### config.mk
export PLATFORM = sky130hd
export DESIGN_NAME = sirq_periph
export DESIGN_NICKNAME = d
export VERILOG_FILES = /design/src/rtl/sirq_pkg.sv /design/src/rtl/sirq_slot_map.sv /design/src/rtl/sirq_frame_track.sv /design/src/rtl/sirq_line_drive.sv /design/src/rtl/sirq_periph.sv
export SDC_FILE = /design/constraint.sdc
export NUM_CORES = 1
export LEC_CHECK = 0
export ABC_AREA = 1
export BUFFER_PORTS_ARGS = -buffer_cell sky130_fd_sc_hd__clkbuf_2
export CAP_MARGIN = 25
export CORE_MARGIN = 10
export CORE_UTILIZATION = 53
export CTS_CLUSTER_DIAMETER = 60
export DETAILED_ROUTE_END_ITERATION = 7
export GPL_ROUTABILITY_DRIVEN = 0
export PLACE_DENSITY = 0.73
export REMOVE_ABC_BUFFERS = 1
export SLEW_MARGIN = 20
export SYNTH_ARGS = -nofsm -noshare
export SYNTH_HDL_FRONTEND = slang
export SYNTH_SLANG_ARGS = --single-unit
### constraint.sdc
create_clock -name clk -period 2.31 [get_ports clk]
set_input_delay 0.1155 -clock clk [delete_from_list [all_inputs] [get_ports clk]]
set_output_delay 0.1155 -clock clk [all_outputs]
set_load 0.05 [all_outputs]
### src/rtl/sirq_pkg.sv
package sirq_pkg;

  // Bus-cycle tracker states
  typedef enum logic [2:0] {
    TRK_IDLE,    // waiting for a start pulse (or own request in quiet mode)
    TRK_REQ,     // driving the one-clock quiet-mode request
    TRK_START,   // inside the start pulse, waiting for the line to rise
    TRK_FRAMES,  // walking the slot frames
    TRK_STOPW,   // frames done, waiting for the stop pulse
    TRK_STOP     // measuring the stop pulse width
  } trk_state_e;

  // Three clocks of every slot
  typedef enum logic [1:0] {
    PH_SAMPLE,
    PH_RECOV,
    PH_TURN
  } slot_phase_e;

  // Stop pulse length (in low samples) that selects quiet mode
  localparam int QUIET_STOP_LEN = 2;

endpackage

### src/rtl/sirq_slot_map.sv
module sirq_slot_map #(
  parameter int N_INT     = 4,
  parameter int N_EXT     = 4,
  parameter int NUM_SLOTS = 16,
  parameter int SLOT_W    = $clog2(NUM_SLOTS),
  parameter logic [N_INT*SLOT_W-1:0] INT_SLOT_MAP = {4'd12, 4'd6, 4'd4, 4'd1}
) (
  input  logic [N_INT-1:0]        int_q_i,
  input  logic [N_EXT-1:0]        ext_q_i,
  input  logic [N_EXT*SLOT_W-1:0] ext_sel_i,
  output logic [NUM_SLOTS-1:0]    slot_vec_o
);

  // One combine cell per slot; internal ownership is static (parameter)
  for (genvar s = 0; s < NUM_SLOTS; s++) begin : g_slot
    logic int_hit;
    logic int_own;
    logic ext_hit;

    always_comb begin
      int_hit = 1'b0;
      int_own = 1'b0;
      for (int i = 0; i < N_INT; i++) begin
        if (INT_SLOT_MAP[i*SLOT_W +: SLOT_W] == SLOT_W'(s)) begin
          int_own = 1'b1;
          int_hit = int_hit | int_q_i[i];
        end
      end
    end

    always_comb begin
      ext_hit = 1'b0;
      for (int j = 0; j < N_EXT; j++) begin
        // select value 0 means the input is switched off
        if ((ext_sel_i[j*SLOT_W +: SLOT_W] == SLOT_W'(s)) &&
            (ext_sel_i[j*SLOT_W +: SLOT_W] != '0)) begin
          ext_hit = ext_hit | ext_q_i[j];
        end
      end
    end

    assign slot_vec_o[s] = int_hit | (~int_own & ext_hit);
  end

endmodule

### src/rtl/sirq_frame_track.sv
module sirq_frame_track
  import sirq_pkg::*;
#(
  parameter int NUM_SLOTS  = 16,
  parameter int SLOT_W     = $clog2(NUM_SLOTS),
  parameter int HOLD_CLKS  = 1,
  parameter int STOP_CNT_W = 3
) (
  input  logic              clk,
  input  logic              rst_n,
  input  logic              line_i,
  input  logic              req_pend_i,
  output trk_state_e        state_o,
  output logic [SLOT_W-1:0] slot_o,
  output slot_phase_e       phase_o,
  output logic              quiet_o,
  output logic              stop_done_o
);

  localparam int HOLD_W = $clog2(HOLD_CLKS + 1);
  localparam logic [SLOT_W-1:0] LAST_SLOT = SLOT_W'(NUM_SLOTS - 1);
  localparam logic [STOP_CNT_W-1:0] QUIET_CNT = STOP_CNT_W'(QUIET_STOP_LEN);

  trk_state_e            state_q;
  logic [SLOT_W-1:0]     slot_q;
  slot_phase_e           phase_q;
  logic [STOP_CNT_W-1:0] low_cnt_q;
  logic [HOLD_W-1:0]     hold_q;
  logic                  quiet_q;
  logic                  stop_done_q;

  always_ff @(posedge clk or negedge rst_n) begin
    if (!rst_n) begin
      state_q     <= TRK_IDLE;
      slot_q      <= '0;
      phase_q     <= PH_SAMPLE;
      low_cnt_q   <= '0;
      hold_q      <= '0;
      quiet_q     <= 1'b0;
      stop_done_q <= 1'b0;
    end else begin
      stop_done_q <= 1'b0;
      case (state_q)
        TRK_IDLE: begin
          if (hold_q != '0) hold_q <= hold_q - 1'b1;
          if (!line_i) begin
            state_q <= TRK_START;
          end else if (quiet_q && (hold_q == '0) && req_pend_i) begin
            state_q <= TRK_REQ;
          end
        end
        TRK_REQ: begin
          state_q <= TRK_START;
        end
        TRK_START: begin
          if (line_i) begin
            state_q <= TRK_FRAMES;
            slot_q  <= '0;
            phase_q <= PH_SAMPLE;
          end
        end
        TRK_FRAMES: begin
          case (phase_q)
            PH_SAMPLE: phase_q <= PH_RECOV;
            PH_RECOV:  phase_q <= PH_TURN;
            default: begin
              phase_q <= PH_SAMPLE;
              if (slot_q == LAST_SLOT) state_q <= TRK_STOPW;
              else                     slot_q  <= slot_q + 1'b1;
            end
          endcase
        end
        TRK_STOPW: begin
          if (!line_i) begin
            state_q   <= TRK_STOP;
            low_cnt_q <= STOP_CNT_W'(1);
          end
        end
        TRK_STOP: begin
          if (!line_i) begin
            if (low_cnt_q != '1) low_cnt_q <= low_cnt_q + 1'b1;
          end else begin
            quiet_q     <= (low_cnt_q == QUIET_CNT);
            hold_q      <= HOLD_W'(HOLD_CLKS);
            stop_done_q <= 1'b1;
            state_q     <= TRK_IDLE;
          end
        end
        default: state_q <= TRK_IDLE;
      endcase
    end
  end

  assign state_o     = state_q;
  assign slot_o      = slot_q;
  assign phase_o     = phase_q;
  assign quiet_o     = quiet_q;
  assign stop_done_o = stop_done_q;

endmodule

### src/rtl/sirq_line_drive.sv
module sirq_line_drive
  import sirq_pkg::*;
#(
  parameter int NUM_SLOTS = 16,
  parameter int SLOT_W    = $clog2(NUM_SLOTS)
) (
  input  logic                 clk,
  input  logic                 rst_n,
  input  trk_state_e           state_i,
  input  logic [SLOT_W-1:0]    slot_i,
  input  slot_phase_e          phase_i,
  input  logic [NUM_SLOTS-1:0] slot_vec_i,
  output logic                 oe_o,
  output logic                 out_o,
  output logic                 pend_o
);

  logic                 drove_q;
  logic [NUM_SLOTS-1:0] sent_q;
  logic                 in_sample;

  assign in_sample = (state_i == TRK_FRAMES) && (phase_i == PH_SAMPLE);

  // Remember what went out in each slot, and whether this slot drove low
  always_ff @(posedge clk or negedge rst_n) begin
    if (!rst_n) begin
      drove_q <= 1'b0;
      sent_q  <= '0;
    end else if (in_sample) begin
      drove_q        <= slot_vec_i[slot_i];
      sent_q[slot_i] <= slot_vec_i[slot_i];
    end
  end

  always_comb begin
    oe_o  = 1'b0;
    out_o = 1'b1;
    if (state_i == TRK_REQ) begin
      oe_o  = 1'b1;
      out_o = 1'b0;
    end else if (state_i == TRK_FRAMES) begin
      if (phase_i == PH_SAMPLE && slot_vec_i[slot_i]) begin
        oe_o  = 1'b1;
        out_o = 1'b0;
      end else if (phase_i == PH_RECOV && drove_q) begin
        oe_o  = 1'b1;
        out_o = 1'b1;
      end
    end
  end

  assign pend_o = |(slot_vec_i ^ sent_q);

endmodule

### src/rtl/sirq_periph.sv
module sirq_periph
  import sirq_pkg::*;
#(
  parameter int N_INT     = 4,
  parameter int N_EXT     = 4,
  parameter int NUM_SLOTS = 16,
  parameter int HOLD_CLKS = 1,
  parameter logic [N_INT*$clog2(NUM_SLOTS)-1:0] INT_SLOT_MAP = {4'd12, 4'd6, 4'd4, 4'd1}
) (
  input  logic                                  clk,
  input  logic                                  rst_n,
  input  logic                                  sirq_in,
  output logic                                  sirq_oe,
  output logic                                  sirq_out,
  input  logic [N_INT-1:0]                      int_irq,
  input  logic [N_EXT-1:0]                      ext_irq,
  input  logic [N_EXT*$clog2(NUM_SLOTS)-1:0]    ext_slot_sel
);

  localparam int SLOT_W = $clog2(NUM_SLOTS);

  logic [N_INT-1:0]     int_q;
  logic [N_EXT-1:0]     ext_q;
  logic [NUM_SLOTS-1:0] slot_vec;
  trk_state_e           trk_state;
  logic [SLOT_W-1:0]    cur_slot;
  slot_phase_e          cur_phase;
  logic                 quiet_mode;
  logic                 stop_done;
  logic                 req_pend;
  logic                 in_frames;

  // Capture interrupt levels on the bus clock
  always_ff @(posedge clk or negedge rst_n) begin
    if (!rst_n) begin
      int_q <= '0;
      ext_q <= '0;
    end else begin
      int_q <= int_irq;
      ext_q <= ext_irq;
    end
  end

  sirq_slot_map #(
    .N_INT(N_INT), .N_EXT(N_EXT), .NUM_SLOTS(NUM_SLOTS), .SLOT_W(SLOT_W),
    .INT_SLOT_MAP(INT_SLOT_MAP)
  ) map_i (
    .int_q_i   (int_q),
    .ext_q_i   (ext_q),
    .ext_sel_i (ext_slot_sel),
    .slot_vec_o(slot_vec)
  );

  sirq_frame_track #(
    .NUM_SLOTS(NUM_SLOTS), .SLOT_W(SLOT_W), .HOLD_CLKS(HOLD_CLKS), .STOP_CNT_W(3)
  ) trk_i (
    .clk        (clk),
    .rst_n      (rst_n),
    .line_i     (sirq_in),
    .req_pend_i (req_pend),
    .state_o    (trk_state),
    .slot_o     (cur_slot),
    .phase_o    (cur_phase),
    .quiet_o    (quiet_mode),
    .stop_done_o(stop_done)
  );

  sirq_line_drive #(
    .NUM_SLOTS(NUM_SLOTS), .SLOT_W(SLOT_W)
  ) drv_i (
    .clk       (clk),
    .rst_n     (rst_n),
    .state_i   (trk_state),
    .slot_i    (cur_slot),
    .phase_i   (cur_phase),
    .slot_vec_i(slot_vec),
    .oe_o      (sirq_oe),
    .out_o     (sirq_out),
    .pend_o    (req_pend)
  );

  assign in_frames = (trk_state == TRK_FRAMES);

endmodule

# Yosys cells after proc, flatten, opt, wreduce, memory -nomap -nowiden
# Index checks and enable logic that the tools add are counted.
dict set report totals {
  ff_bits 39
  output_inout_bits 2
  word_cells 272
}
dict set report op_classes {
  addsub 3
  n_lt_le_gt_ge 2
  n_eq_ne 62
  n_mux 82
  bitwise_logic 38
  reduce_logical 75
}
# op count
set ops {}
lappend ops {{equality test 4 bit (second input constant)} 29}
lappend ops {{2-to-1 mux 1 bit} 59}
lappend ops {{logical AND 1 bit} 54}
lappend ops {{OR 1 bit} 36}
lappend ops {{equality test 4 x 2 -> 1 bit (second input constant)} 8}
lappend ops {{equality test 4 x 3 -> 1 bit (second input constant)} 8}
lappend ops {{2-to-1 mux 3 bit} 10}
lappend ops {{case mux 3 bit (6 select lines)} 1}
lappend ops {{bitwise mux 16 bit} 1}
lappend ops {{logical NOT 4 bit} 4}
lappend ops {{nonzero test 4 bit} 4}
lappend ops {{OR reduction 16 bit} 1}
lappend ops {{bitwise XOR 16 bit} 1}
lappend ops {{2-to-1 mux 4 bit} 3}
lappend ops {{!= test 2 bit (second input constant)} 6}
lappend ops {{equality test 3 x 2 -> 1 bit (second input constant)} 3}
lappend ops {{case mux 2 bit (2 select lines)} 2}
lappend ops {{case mux 4 bit (2 select lines)} 1}
lappend ops {{AND reduction 4 bit} 2}
lappend ops {{equality test 3 bit (second input constant)} 2}
lappend ops {{case mux 3 bit (2 select lines)} 1}
lappend ops {{AND reduction 2 bit} 3}
lappend ops {{AND reduction 6 bit} 1}
lappend ops {{nonzero test 2 bit} 3}
lappend ops {{other kinds (18)} 19}

# Longest topological paths before layout
dict set report depth {
  ltp_word 15
  mapped_depth 17
  depth_no_buf 17
}

# Cells and area by module
# A second synthesis with hierarchy kept.
dict set report unflattened {
  cells_unflattened 436
  hier_area_um2 2862.7
}
# module n_inst cells_each area_each_um2 seq_area_each_um2
set by_module_without_submodules {}
lappend by_module_without_submodules {sirq_line_drive 1 169 1144.8 425.4}
lappend by_module_without_submodules {sirq_frame_track 1 112 879.6 375.4}
lappend by_module_without_submodules {sirq_slot_map 1 147 638.1 0.0}
lappend by_module_without_submodules {sirq_periph 1 8 200.2 200.2}

# Worst setup path after synthesis
# OpenSTA, ideal clock, no wires.
dict set report synth_path {
  path_type {reg-to-output}
  from {register ext_q[0]}
  to {output sirq_out}
  arrival_ns 2.032
  required_time_ns 2.194
  path_slack_ns 0.162
  path_stages_with_launch 13
  path_buffers 1
  path_cell_list {dfrtp_1 > buf_2 > nand3_1 > nor2_1 > nor2_1 > nand2_1 > a22oi_2 > o21ai_1 > nand2_1 > nand2_1 > o21ai_1 > inv_1 > nor2_1}
}
dict set report synth_between {
  elab_chain_len 13
  word_cells_on_any_way 90
}
# element line_no
set synth_lines {}
lappend synth_lines {{from (decl)} sirq_periph.sv:23} ;# logic [N_EXT-1:0] ext_q;
lappend synth_lines {{from (signal assigned)} sirq_periph.sv:40} ;# ext_q <= ext_irq;
lappend synth_lines {{2-to-1 mux 1 bit} sirq_slot_map.sv:35} ;# if ((ext_sel_i[j*SLOT_W +: SLOT_W] == SLOT_W'(s)) &&
lappend synth_lines {{OR 1 bit} sirq_slot_map.sv:37} ;# ext_hit = ext_hit | ext_q_i[j];
lappend synth_lines {{2-to-1 mux 1 bit} sirq_slot_map.sv:35}
lappend synth_lines {{OR 1 bit} sirq_slot_map.sv:37}
lappend synth_lines {{2-to-1 mux 1 bit} sirq_slot_map.sv:35}
lappend synth_lines {{OR 1 bit} sirq_slot_map.sv:37}
lappend synth_lines {{2-to-1 mux 1 bit} sirq_slot_map.sv:35}
lappend synth_lines {{binary-select mux 1 bit (select 4 bit) *} sirq_line_drive.sv:42} ;# if (phase_i == PH_SAMPLE && slot_vec_i[slot_i]) begin
lappend synth_lines {{2-to-1 mux 1 bit (not written as such) *} sirq_line_drive.sv:42}
lappend synth_lines {{logical AND 1 bit *} sirq_line_drive.sv:42}
lappend synth_lines {{2-to-1 mux 1 bit *} sirq_line_drive.sv:42}
lappend synth_lines {{2-to-1 mux 1 bit *} sirq_line_drive.sv:41} ;# end else if (state_i == TRK_FRAMES) begin
lappend synth_lines {{2-to-1 mux 1 bit *} sirq_line_drive.sv:38} ;# if (state_i == TRK_REQ) begin
lappend synth_lines {{to (decl)} sirq_periph.sv:14} ;# output logic sirq_out,
# Mark *: on every way between the ends. The rest lies on a longest branch, timed or not. The select of a mux whose other input is x is not followed.

# Final worst setup path
dict set report layout_path {
  from {register ext_q[2]}
  to {output sirq_out}
}
dict set report layout_between {
  elab_chain_len 10
  word_cells_on_any_way 54
}
# element line_no
set layout_lines {}
lappend layout_lines {{OR 1 bit} sirq_slot_map.sv:37}
lappend layout_lines {{2-to-1 mux 1 bit} sirq_slot_map.sv:35}
lappend layout_lines {{OR 1 bit} sirq_slot_map.sv:37}
lappend layout_lines {{2-to-1 mux 1 bit} sirq_slot_map.sv:35}
lappend layout_lines {{binary-select mux 1 bit (select 4 bit) *} sirq_line_drive.sv:42}
lappend layout_lines {{2-to-1 mux 1 bit (not written as such) *} sirq_line_drive.sv:42}
lappend layout_lines {{logical AND 1 bit *} sirq_line_drive.sv:42}
lappend layout_lines {{2-to-1 mux 1 bit *} sirq_line_drive.sv:42}
lappend layout_lines {{2-to-1 mux 1 bit *} sirq_line_drive.sv:41}
lappend layout_lines {{2-to-1 mux 1 bit *} sirq_line_drive.sv:38}
# Marks and branches as above.

==> results.md <==
* Reg2reg setup slack at 260 ps
* Routing usage on met2 at 0.275
* Routed Antenna Nets at 0
* Sink Count at 39
* Max Fanout on Critical Path at 6
* Final min period at 2230 ps
* Mapped Area at 0.00284 mm²
* Status: complete, no violations
* Endpoint of the worst register-to-register path: drv_i.sent_q[3]
* Synth warn at 0
* Achievable Freq at 449 MHz
* Max VDD drop at 0.000696 V
* Layout Nets at 519
* Worst relative slew slack at 0.646
* Count of final max-slew check failures at 0
* Vias at 2,790
* Final instance area at 0.00347 mm²
* Met3 usage at 0.0352
* Die width at 93.2 µm
* Initial antenna violation count at 0
* P per Cell Area at 801 mW/mm²
* Clock Tree Buf Depth at 2
* Worst Reg-to-Reg Cells at 12
* DR DRC count at 0
* #FFs+latches synth at 39
* I/O pin total at 29
* Syn_area_per_cell at 6.55 µm²
* Worst setup SP type: flop
* Yosys cell types at 30
* Total grt overflow at 0
* Cts bufs inserted at 5
* RSZ-0062 raised after global routing: true
* Final Worst Setup Slack at 81.5 ps
* DIE AREA at 0.00869 mm²
* Vias in the first global route at 2,579
* Detailed-route wire length per cell at 12.6 µm
* Synth top area cells: dfrtp_1 (34%), nand2_1 (13%), nor2_1 (13%)
* Slew at the pin closest to its max-slew limit at 530 ps
* Global-route wire length before repair at 11.5 mm
* Leakage power at 1.77 nW
* CP Data Arrival Time at 2110 ps
* Worst slack, placed at 235 ps
* R2r startpoint: ext_q[0]
* Most frequent cells in the layout: nand2_1 (99), nor2_1 (92), inv_1 (54)
* Chip Height at 93.2 µm
* Critical path capture point: sirq_out
* Tcrit/Tclk final at 0.965
* Clock Skew at 6.33 ps
* Critical path class: flop to output pin
* 1st-iter DRT viols at 166
* Cell taking the most area after synthesis: dfrtp_1
* Seq/Total Area, Yosys at 0.343
* H-Tree Depth at 2
* Clock Pin Slew Worst Setup and Hold Paths at 80 ps
* Worst Setup SP: ext_q[2]
* Clock root buffer: clkbuf_8
* Max-cap violations at 0
* Port Buffer Count at 28
* Placement Cell Area at 0.00307 mm²
* Met1 usage at 0.196
* Synth-to-Final Area Change at 22.2%
* Critical Path End Type: output pin
* Total power at 2.78 mW
* Largest net degree at the start of global routing at 40
* Gr usage total at 0.160
* Most common cell after layout, fill and taps aside: nand2_1
* Top cell type's share of synthesized area at 0.343
* Starting density of the core at 0.553
* Finish-stage setup viols at 0
* HPWL Detailed at 5.29 mm
* Cells after synthesis at 434
* Min Hold Slack at 173 ps
* Final hold violations at 0
* Min-delay worst type: input port to flop
* Row cnt at 26
* Core box area at 0.00514 mm²
* Clock latency on the worst-skew pair at 290 ps
* WHS Path Cells at 4
* Vias per Instance at 5.02
* Final WL at 6.99 mm
* CTS tree: built
* Diodes inserted at 0
* Share of cells above drive strength 1 at 0.212
* Most used routing layer: met2
* CP Data Required Time at 2190 ps
* DR pass1 iterations at 5
[critical path, cell delays in order (launching register included)]
cell and delay (ps):
dfrtp_2 460, nand2_1 80, nor3_1 50, nor2_1 200
nand2_1 120, a22oi_1 150, nand2_1 70, nand2_1 70
nand2_2 90, o21ai_4 200, inv_2 60, nor2_4 110
buf_8 150
[per-layer routing]
metal,vias to the layer above,part of all wire
li1,1468,-
met5,-,0
met3,14,0.054
met2,60,0.49
met4,0,0.022
met1,1248,0.44
[sequential cells by signal, indices dropped and copies added (netlist names)]
register	cells
trk_i.slot_o	4
trk_i.state_o	3
drv_i.drove_q	1
trk_i.hold_q	1
drv_i.sent_q	16
trk_i.quiet_o	1
trk_i.phase_o	2
int_q	4
trk_i.low_cnt_q	3
ext_q	4
[cell families (layout without fill, tap and decap cells)]
logic type | count (synthesis) | in the layout | share of synthesized area
DFF | 39 | 39 | 0.343
buffers and inverters | 66 | 118 | 0.0911
muxes | 2 | 2 | 0.00705
adders and majority gates | 7 | 7 | 0.0308
xor gates and xnor gates | 2 | 2 | 0.00617
and+or+nand+nor | 269 | 269 | 0.417
AOI/OAI and AO/OA | 49 | 49 | 0.105
[Yosys cell counts]
cell	number
nand3_2	2
nand3_1	34
a22oi_2	1
xnor2_1	2
o22ai_1	2
dfrtp_1	39
buf_6	1
mux2i_1	2
nor2_2	3
o21bai_1	1
o21ai_1	7
a22oi_1	2
nand3b_1	3
nand2_1	102
nor2_8	2
nor2_4	5
o211ai_1	3
a2111oi_2	2
inv_1	55
nor2_1	101
a21oi_1	11
nor3_1	10
ha_1	7
a21oi_2	2
buf_2	1
nand2_2	4
inv_4	1
o21ai_0	18
inv_2	8
nand4_1	3
[cell type report]
cell class | instances | area [µm²]
Sequential cell | 39 | 982
Clock inverter | 2 | 60.1
Inverter | 64 | 243
Clock buffer | 6 | 72.6
Multi-Input combinational cell | 329 | 1720
Tap cell | 70 | 87.6
Timing Repair Buffer | 46 | 312
Fill cell | 467 | 1670
[report_power, final]
| group | internal, mW | switching, mW | leakage, nW |
|---|---|---|---|
| clock | 0.432 | 0.245 | 0.0654 |
| combinational | 0.393 | 0.696 | 1.26 |
| sequential | 0.834 | 0.181 | 0.445 |
| total | 1.66 | 1.12 | 1.77 |
[how the worst min path moves through the flow]
| stage | slack (ps) | end | startpoint |
|---|---|---|---|
| 2_1_floorplan | -180 | drv_i.drove_q | rst_n |
| 3_3_place_gp | 200 | trk_i.state_o[1] | rst_n |
| 3_5_place_dp | 210 | trk_i.state_o[0] | rst_n |
| 4_1_cts | 160 | trk_i.low_cnt_q[1] | sirq_in |
| 5_1_grt | 210 | trk_i.low_cnt_q[1] | sirq_in |
| 6_report | 170 | trk_i.low_cnt_q[1] | sirq_in |
[stage by stage]
step	utilization	std cells	TNS, ps
finish	0.676	556	0
global route	0.676	556	-75.0
CTS	0.643	549	0
detailed placement	0.597	532	0
global placement	0.597	532	0
floorplan	-	432	0
[what timing repair did]
| item | in CTS | in global routing |
|---|---|---|
| buffers inserted | 0 | 7 |
| setup endpoints to repair | 2 | 2 |
| hold buffers | 9 | 0 |
| pin swaps | 0 | 17 |
| gates resized for setup | 4 | 35 |
| endpoints found under the hold margin | 47 | 0 |
| gates cloned | 0 | 0 |
Power figures use the tool's default switching activity.
